`src/rtl/scan_pkg.sv`:
```
package scan_pkg;

  // Sequencer position within a frame.
  typedef enum logic [1:0] {
    PH_IDLE   = 2'd0,  // no frame started yet
    PH_SCROLL = 2'd1,  // scrolled lines, counter supplies the address
    PH_ICON   = 2'd2   // icon row presented, waiting for next frame
  } scan_phase_e;

endpackage

```
`src/rtl/start_line_reg.sv`:
```
module start_line_reg #(
  parameter int ADDR_W = 6
) (
  input  logic              clk,
  input  logic              rst_n,
  input  logic              wr_en,
  input  logic [ADDR_W-1:0] wr_data,
  output logic [ADDR_W-1:0] start_q
);

  logic [ADDR_W-1:0] start_d;

  always_comb begin
    start_d = start_q;
    if (wr_en) begin
      start_d = wr_data;
    end
  end

  always_ff @(posedge clk or negedge rst_n) begin
    if (!rst_n) begin
      start_q <= '0;
    end else begin
      start_q <= start_d;
    end
  end

endmodule

```
`src/rtl/line_counter.sv`:
```
module line_counter #(
  parameter int ADDR_W = 6
) (
  input  logic              clk,
  input  logic              rst_n,
  input  logic              load,
  input  logic [ADDR_W-1:0] load_val,
  input  logic              step,
  output logic [ADDR_W-1:0] cnt_d
);

  logic [ADDR_W-1:0] cnt_q;

  // Load has priority; the step wraps naturally at 2**ADDR_W.
  always_comb begin
    cnt_d = cnt_q;
    if (load) begin
      cnt_d = load_val;
    end else if (step) begin
      cnt_d = cnt_q + ADDR_W'(1);
    end
  end

  always_ff @(posedge clk or negedge rst_n) begin
    if (!rst_n) begin
      cnt_q <= '0;
    end else begin
      cnt_q <= cnt_d;
    end
  end

endmodule

```
`src/rtl/frame_sequencer.sv`:
```
module frame_sequencer
  import scan_pkg::*;
#(
  parameter int ADDR_W = 6
) (
  input  logic clk,
  input  logic rst_n,
  input  logic frame_start,
  input  logic line_tick,
  output logic load,
  output logic step,
  output logic enter_icon
);

  localparam logic [ADDR_W-1:0] LAST_IDX = '1;

  scan_phase_e       phase_q, phase_d;
  logic [ADDR_W-1:0] idx_q, idx_d;
  logic              adv;

  always_comb begin
    phase_d    = phase_q;
    idx_d      = idx_q;
    load       = 1'b0;
    step       = 1'b0;
    enter_icon = 1'b0;
    adv        = line_tick && (phase_q == PH_SCROLL);
    if (frame_start) begin
      load    = 1'b1;
      phase_d = PH_SCROLL;
      idx_d   = '0;
    end else if (adv) begin
      if (idx_q == LAST_IDX) begin
        enter_icon = 1'b1;
        phase_d    = PH_ICON;
      end else begin
        step  = 1'b1;
        idx_d = idx_q + ADDR_W'(1);
      end
    end
  end

  always_ff @(posedge clk or negedge rst_n) begin
    if (!rst_n) begin
      phase_q <= PH_IDLE;
      idx_q   <= '0;
    end else begin
      phase_q <= phase_d;
      idx_q   <= idx_d;
    end
  end

endmodule

```
`src/rtl/row_output_stage.sv`:
```
module row_output_stage #(
  parameter int ADDR_W = 6,
  parameter int ROW_W  = ADDR_W + 1
) (
  input  logic              clk,
  input  logic              rst_n,
  input  logic              present,
  input  logic              icon,
  input  logic [ADDR_W-1:0] scan_addr,
  output logic [ROW_W-1:0]  row_addr,
  output logic              row_fetch,
  output logic              icon_sel
);

  localparam logic [ROW_W-1:0] ICON_ROW = ROW_W'(1 << ADDR_W);

  logic [ROW_W-1:0] addr_d;
  logic             icon_d;
  logic             fetch_d;

  always_comb begin
    addr_d  = row_addr;
    icon_d  = icon_sel;
    fetch_d = present;
    if (present) begin
      icon_d = icon;
      addr_d = icon ? ICON_ROW : ROW_W'(scan_addr);
    end
  end

  always_ff @(posedge clk or negedge rst_n) begin
    if (!rst_n) begin
      row_addr  <= '0;
      icon_sel  <= 1'b0;
      row_fetch <= 1'b0;
    end else begin
      row_addr  <= addr_d;
      icon_sel  <= icon_d;
      row_fetch <= fetch_d;
    end
  end

endmodule

```
`src/rtl/scan_row_addr.sv`:
```
module scan_row_addr #(
  parameter int ADDR_W = 6,
  parameter int ROW_W  = ADDR_W + 1
) (
  input  logic              clk,
  input  logic              rst_n,
  input  logic              frame_start,
  input  logic              line_tick,
  input  logic              start_wr,
  input  logic [ADDR_W-1:0] start_data,
  output logic [ROW_W-1:0]  row_addr,
  output logic              row_fetch,
  output logic              icon_sel
);

  // Reset: asserted asynchronously, released on the second clock edge.
  logic [1:0] rst_pipe;
  logic       rst_sync_n;

  always_ff @(posedge clk or negedge rst_n) begin
    if (!rst_n) begin
      rst_pipe <= 2'b00;
    end else begin
      rst_pipe <= {rst_pipe[0], 1'b1};
    end
  end

  assign rst_sync_n = rst_pipe[1];

  logic [ADDR_W-1:0] start_q;
  logic [ADDR_W-1:0] scan_addr;
  logic              seq_load;
  logic              seq_step;
  logic              seq_icon;
  logic              seq_present;

  start_line_reg #(.ADDR_W(ADDR_W)) u_start (
    .clk     (clk),
    .rst_n   (rst_sync_n),
    .wr_en   (start_wr),
    .wr_data (start_data),
    .start_q (start_q)
  );

  frame_sequencer #(.ADDR_W(ADDR_W)) u_seq (
    .clk         (clk),
    .rst_n       (rst_sync_n),
    .frame_start (frame_start),
    .line_tick   (line_tick),
    .load        (seq_load),
    .step        (seq_step),
    .enter_icon  (seq_icon)
  );

  line_counter #(.ADDR_W(ADDR_W)) u_cnt (
    .clk      (clk),
    .rst_n    (rst_sync_n),
    .load     (seq_load),
    .load_val (start_q),
    .step     (seq_step),
    .cnt_d    (scan_addr)
  );

  assign seq_present = seq_load | seq_step | seq_icon;

  row_output_stage #(.ADDR_W(ADDR_W), .ROW_W(ROW_W)) u_out (
    .clk       (clk),
    .rst_n     (rst_sync_n),
    .present   (seq_present),
    .icon      (seq_icon),
    .scan_addr (scan_addr),
    .row_addr  (row_addr),
    .row_fetch (row_fetch),
    .icon_sel  (icon_sel)
  );

endmodule

```
`config.mk`:
```
export PLATFORM = sky130hd
export DESIGN_NAME = scan_row_addr
export DESIGN_NICKNAME = d
export VERILOG_FILES = /design/src/rtl/scan_pkg.sv /design/src/rtl/start_line_reg.sv /design/src/rtl/line_counter.sv /design/src/rtl/frame_sequencer.sv /design/src/rtl/row_output_stage.sv /design/src/rtl/scan_row_addr.sv
export SDC_FILE = /design/constraint.sdc
export NUM_CORES = 1
export LEC_CHECK = 0
export BUFFER_PORTS_ARGS = -buffer_cell sky130_fd_sc_hd__buf_2
export CAP_MARGIN = 20
export CORE_UTILIZATION = 26
export CTS_CLUSTER_DIAMETER = 60
export CTS_CLUSTER_SIZE = 28
export DETAILED_ROUTE_END_ITERATION = 12
export HOLD_SLACK_MARGIN = 0.15
export PLACE_DENSITY = 0.49
export RECOVER_POWER = 25
export SETUP_SLACK_MARGIN = 0.15
export SLEW_MARGIN = 10
export SYNTH_ARGS = -nofsm -noshare
export SYNTH_HDL_FRONTEND = slang
export SYNTH_SLANG_ARGS = --single-unit
```
`constraint.sdc`:
```
create_clock -name clk -period 1.03 [get_ports clk]
set_input_delay 0.0515 -clock clk [delete_from_list [all_inputs] [get_ports clk]]
set_output_delay 0.0515 -clock clk [all_outputs]
set_load 0.02 [all_outputs]
```
==> impl_metrics.json, run 1 <==
{
  "antenna_found_initial": 0,
  "netlist_instances": 130,
  "synth_cell_types": 36,
  "root_buffer": "clkbuf_8",
  "cts_buffer_depth": 2,
  "diodes": 0,
  "worst_ir_drop_vdd_uv": 459,
  "p_switching_mw": 0.874,
  "ant_nets": 0,
  "synth_top_family_by_area": "compound AO/OA/AOI/OAI gates",
  "worst_skew_pair.late_latency_ps": 280,
  "filler_cell_count": 503,
  "clock-sinks": 30,
  "drv_cap": 0,
  "slew_viol_final": 0,
  "postCtsHoldBufs": 9,
  "fmax_ghz": 0.653,
  "grt_pass1_vias": 1281,
  "ys_warn_count": 0,
  "port_buffers": 19,
  "cellPowerDensity_nw_per_um2": 1400,
  "drtIter0Drc": 38,
  "synth_fp_nets": 143,
  "p_leak_nw": 0.989,
  "final_common_cell": "dfrtp_1",
  "synthSimpleGateAreaFrac": 0.144,
  "post_drt_wl_per_cell_um": 12.7,
  "violations": "setup timing",
  "ys_seq_area_frac": 0.532,
  "drive_gt1_frac": 0.477,
  "synth_compound_area_frac": 0.148,
  "ys.flop_type": "dfrtp_1",
  "timing.hold.ws_ps": 108,
  "worst_ep_required_time_ps": 1210,
  "synth_xor_area_frac": 0.0559,
  "post-route-period-util": 1.49,
  "switching_share": 0.280,
  "critPathCaptureType": "flop",
  "fp-row-count": 26,
  "hold_class": "primary input to flop",
  "startpoint_type": "flop",
  "via_count": 1231,
  "setup_ws_ps": -502,
  "fp.dieArea_sq_um": 5720,
  "cts_tree": "yes",
  "path_clk_slew_ps": 60,
  "syn_area_sq_um": 1410,
  "area_growth_pct": 58.7,
  "first_pass_iters": 4,
  "synth_edf_count": 0,
  "synth_area_per_cell_sq_um": 10.8,
  "synthMuxAreaShare": 0.0594,
  "power_frac_clock": 0.309,
  "pwr-share-seq": 0.439,
  "start_util": 0.273,
  "maxSlewHeadroom": 0.524,
  "hold_viol_final": 0,
  "dp_hpwl_um": 2260,
  "mostFrequentLayoutCells": "dfrtp_1 (29), buf_4 (27), buf_6 (15)",
  "vias_per_cell": 4.65,
  "post-route-drc-count": 0,
  "final_net_count": 207,
  "worst_slew_pin_slew_ps": 714,
  "fp.dieW_um": 75.6,
  "p_int_mw": 2.25,
  "placed_cell_area_sq_um": 1790,
  "cp_data_arrival_time_ps": 1710,
  "cts_htree_levels": 2,
  "skew_ps": 8.17,
  "grt_max_degree": 29,
  "status": "finished with violations",
  "wirelength_um": 3370,
  "core_sq_um": 5170,
  "rsz0062_at_grt": "true",
  "grt_usage": 0.141,
  "path_class": "flop to flop",
  "path_max_fanout": 4,
  "cts_made_buffers": 5,
  "async_reset_ff_frac": 1.00,
  "final_area_sq_um": 2240,
  "synthAdderAreaFrac": 0.0177,
  "setup_viol": 22,
  "grt-ovfl-total": 0,
  "synth_seq_cells": 30,
  "die_y_um": 75.6,
  "fin_crit_ps": 1530,
  "pin_count": 20,
  "grt_pass1_wl_um": 5840,
  "place.gp.congestion": 0.787,
  "multi_input_area_sq_um": 747,
  "p_comb_frac": 0.252,
  "register_area_sq_um": 752
}
==> power groups by stage <==
stage / Combinational, mW / Sequential [mW] / Clock [mW]
4_1_cts: 0.744 / 1.37 / 1.00
6_report: 0.788 / 1.37 / 0.965
5_1_grt: 0.865 / 1.38 / 1.06
3_5_place_dp: 0.624 / 1.38 / 0
2_1_floorplan: 0.296 / 1.46 / 0
3_3_place_gp: 0.620 / 1.38 / 0
==> logic make-up after synthesis <==
family,after synthesis
AO/OA/AOI/OAI,31
XOR/XNOR,9
adder cells (fa/ha/maj),2
buffers and inverters,13
flip-flops,30
multiplexers,8
other,1
AND/OR/NAND/NOR,36
==> worst max-delay path: stages, from the launching register on <==
cell	delay (ps)
dfrtp_1	410
ha_4	170
and4_4	160
a21oi_4	140
or4b_1	450
o311ai_1	100
==> state kept, by name, indices dropped and copies added, names as in the netlist <==
| name | cells |
|---|---|
| u_start.start_q | 6 |
| rst_pipe | 2 |
| u_out.row_addr | 7 |
| u_cnt.cnt_q | 6 |
| u_seq.idx_q | 6 |
| u_out.row_fetch | 1 |
| u_seq.phase_q | 2 |
==> through the flow <==
stage	utilization	TNS [ps]	setup WS (ps)	power (mW)	std cells
finish	0.433	-8020	-502	3.12	265
global route	0.433	-9320	-543	3.31	265
CTS	0.419	-8030	-494	3.12	262
detailed placement	0.346	-8430	-512	2.01	238
global placement	0.346	-7970	-488	2.00	238
floorplan	-	-7220	-485	1.76	130
==> synthesized netlist by cell type (all sizes together), types with 2 or more instances <==
master / count / area, sq um
a211oi: 3 / 22.5
nand2b: 2 / 12.5
nor3: 2 / 10.0
nor2: 8 / 30.0
a21oi: 13 / 68.8
ha: 2 / 25.0
nand3: 5 / 30.0
o21ai: 4 / 20.0
mux2i: 5 / 50.1
clkbuf: 5 / 18.8
xnor2: 9 / 78.8
and3: 2 / 12.5
nor2b: 3 / 18.8
mux2: 3 / 33.8
nand3b: 2 / 15.0
dfrtp: 30 / 751
buf: 2 / 15.0
a221oi: 4 / 35.0
nand2: 6 / 22.5
inv: 6 / 22.5
==> metal layers <==
metal | GRT usage | share of wire
met2 | 0.225 | 0.48
met4 | 0.0658 | 0.019
met3 | 0.0450 | 0.032
met5 | 0 | 0
met1 | 0.174 | 0.47
==> timing repair <==
item / 4_1_cts / 5_1_grt
setup endpoints to repair: 28 / 30
gates resized for setup: 38 / 14
pin swaps: 5 / 10
hold endpoints to repair: 9 / 4
buffers inserted: 7 / 3
==> area by class of cell <==
class                           count  area share
Tap cell                           70      0.0391
Clock buffer                        7      0.0386
Multi-Input combinational cell     87       0.334
Inverter                            6      0.0101
Sequential cell                    30       0.336
Timing Repair Buffer               64       0.240
Clock inverter                      1     0.00224
==> final timing paths <==
path	depth (start not counted)	from	endpoint	slack, ps
min in group asynchronous	1	rst_pipe[1]	u_seq.idx_q[2]	390
setup / recovery	5	u_seq.idx_q[1]	u_cnt.cnt_q[5]	-500
hold reg to reg	0	rst_pipe[0]	rst_pipe[1]	350
hold / removal	2	start_wr	u_start.start_q[1]	110
max in group asynchronous	1	rst_pipe[1]	u_seq.idx_q[4]	170
setup reg to reg	5	u_seq.idx_q[1]	u_cnt.cnt_q[5]	-500
No activity file was read; power rests on OpenSTA's default activity.
==> inputs of run 2 (changes only) <==
Settings changed: CORE_UTILIZATION 26 to 55, PLACE_DENSITY 0.49 to 0.84.
==> run 2 against run 1 <==
  * The flow still finishes with violations (setup timing)
  * Sequential share of layout area rose by 0.81 points
  * Non-clock buffer count rose by 5
  * Combinational power rose by 15%
  * Clock power fell by 26%
  * Clock-buffer cell count fell by 1
  * Clock skew fell by 1.6 ps
  * Highest routed layer unchanged
==> impl_metrics.json, run 2 (synthesis gave the netlist of run 1 again) <==
{
  "filler_cell_count": 67,
  "final_common_cell": "buf_4",
  "via_count": 1460,
  "fp-row-count": 17,
  "drive_gt1_frac": 0.445,
  "path_clk_slew_ps": 100,
  "cp_cell_sequence": "ha_4, and4_4, buf_4, a211oi_2, xnor2_1, mux2i_1",
  "place.gp.congestion": 0.812,
  "fin_crit_ps": 1690,
  "final_util": 0.941,
  "pin_count": 20,
  "vias_per_cell": 6.40,
  "diodes": 0,
  "critPathSlowestCell": "dfrtp_1",
  "grt-ovfl-total": 0,
  "wirelength_um": 5110,
  "cts_tree": "yes",
  "status": "finished with violations",
  "clock-sinks": 30,
  "die_y_um": 52.6,
  "drv_cap": 0,
  "mostFrequentLayoutCells": "buf_4 (31), dfrtp_1 (30), buf_6 (14)",
  "cellPowerDensity_nw_per_um2": 1380,
  "post-route-period-util": 1.64,
  "stdcell_count": 228,
  "first_pass_iters": 4,
  "cts_made_buffers": 5,
  "max_stage_delay_ps": 440,
  "root_buffer": "clkbuf_4",
  "p_leak_nw": 0.984,
  "fp.dieArea_sq_um": 2770,
  "dpl.cell_count": 194,
  "final_net_count": 212,
  "grt_usage": 0.379,
  "worst_ir_drop_vdd_uv": 1470,
  "drtIter0Drc": 60,
  "fp.dieW_um": 52.6,
  "post_drt_wl_per_cell_um": 22.4,
  "grt_pass1_vias": 1397,
  "grt_max_degree": 16,
  "setup_ws_ps": -660,
  "path_max_fanout": 5,
  "register_area_sq_um": 751,
  "dp_hpwl_um": 2230,
  "largest-register": "u_out.row_addr",
  "worst_ep_required_time_ps": 1260,
  "ant_nets": 0,
  "slew_viol_final": 0,
  "core_sq_um": 2320,
  "skew_ps": 6.57,
  "cts_buffer_depth": 2,
  "violations": "setup timing",
  "hold_class": "primary input to flop",
  "setup_viol": 25,
  "totalPowerFinal_mw": 3.01,
  "antenna_found_initial": 0,
  "multi_input_area_sq_um": 731,
  "largest_register_ffs": 7,
  "hold_viol_final": 0,
  "rsz0062_at_grt": "true",
  "maxSlewHeadroom": 0.587,
  "cp_num_buf_inv": 1,
  "worst_skew_pair.late_latency_ps": 360,
  "cp_top_family": "flip-flops",
  "worst_slew_pin_slew_ps": 619,
  "startpoint_type": "flop",
  "area_growth_pct": 54.7,
  "post-route-drc-count": 0,
  "critPathCaptureType": "flop",
  "path_class": "flop to flop",
  "cp_data_arrival_time_ps": 1920,
  "grt_pass1_wl_um": 6940,
  "port_buffers": 19,
  "start_util": 0.608,
  "cts_htree_levels": 2,
  "fmax_ghz": 0.592
}
[run 2: cell count changes in the layout (fill, tap and decap cells not counted), sizes merged]
cell	previous run	this run
dlygate4sd3	9	13
buf	54	56
clkbuf	8	6
clkinv	1	2
[run 2: per-layer routing]
layer  track usage  share of wire  up-vias
met5             0              0        -
met1         0.437           0.35      708
met2         0.608           0.48      116
li1              -              -      599
met3         0.151           0.10       37
met4         0.184          0.071        0
[run 2: stage by stage]
step	hold slack [ps]	TNS (ps)	setup slack [ps]	area (sq um)
floorplan	-244	-7220	-485	1440
global placement	-164	-7320	-438	1720
detailed placement	-162	-8260	-493	1720
CTS	-27.0	-8480	-513	2090
global route	156	-11420	-657	2180
finish	151	-10710	-660	2180
[run 2: what timing repair did]
action,CTS,global route
gates cloned,1,0
hold endpoints to repair,19,8
resized for setup,36,9
pin swaps,4,6
buffers inserted,8,4
endpoints found under the setup margin,31,36
hold buffers,12,2
[run 2: power breakdown]
| part | internal [mW] | total [mW] | switching (mW) |
|---|---|---|---|
| combinational | 0.448 | 0.903 | 0.454 |
| clock | 0.259 | 0.711 | 0.452 |
| sequential | 1.29 | 1.39 | 0.101 |
| total | 2.00 | 3.01 | 1.01 |
[run 2: worst reg2reg max path: stages (launching register included)]
cell and delay, ps:
dfrtp_1 440, ha_4 190, and4_4 180, buf_4 150, a211oi_2 250, xnor2_1 190, mux2i_1 160
[run 2: final timing paths]
| check | start | endpoint | slack [ps] | cells past startpoint |
|---|---|---|---|---|
| setup / recovery | u_seq.idx_q[1] | u_cnt.cnt_q[4] | -660 | 6 |
| hold / removal | frame_start | u_out.row_addr[5] | 150 | 4 |
| setup reg to reg | u_seq.idx_q[1] | u_cnt.cnt_q[4] | -660 | 6 |
| hold reg to reg | rst_pipe[1] | u_seq.idx_q[1] | 260 | 0 |
| max in group asynchronous | rst_pipe[1] | u_start.start_q[2] | 260 | 1 |
| min in group asynchronous | rst_pipe[1] | u_seq.idx_q[1] | 260 | 0 |
[run 2: final cells by class]
type,instances,share of cell area
Sequential cell,30,0.344
Multi-Input combinational cell,87,0.335
Timing Repair Buffer,69,0.271
Clock buffer,6,0.0189
Tap cell,28,0.0161
Inverter,6,0.0103
Clock inverter,2,0.00459
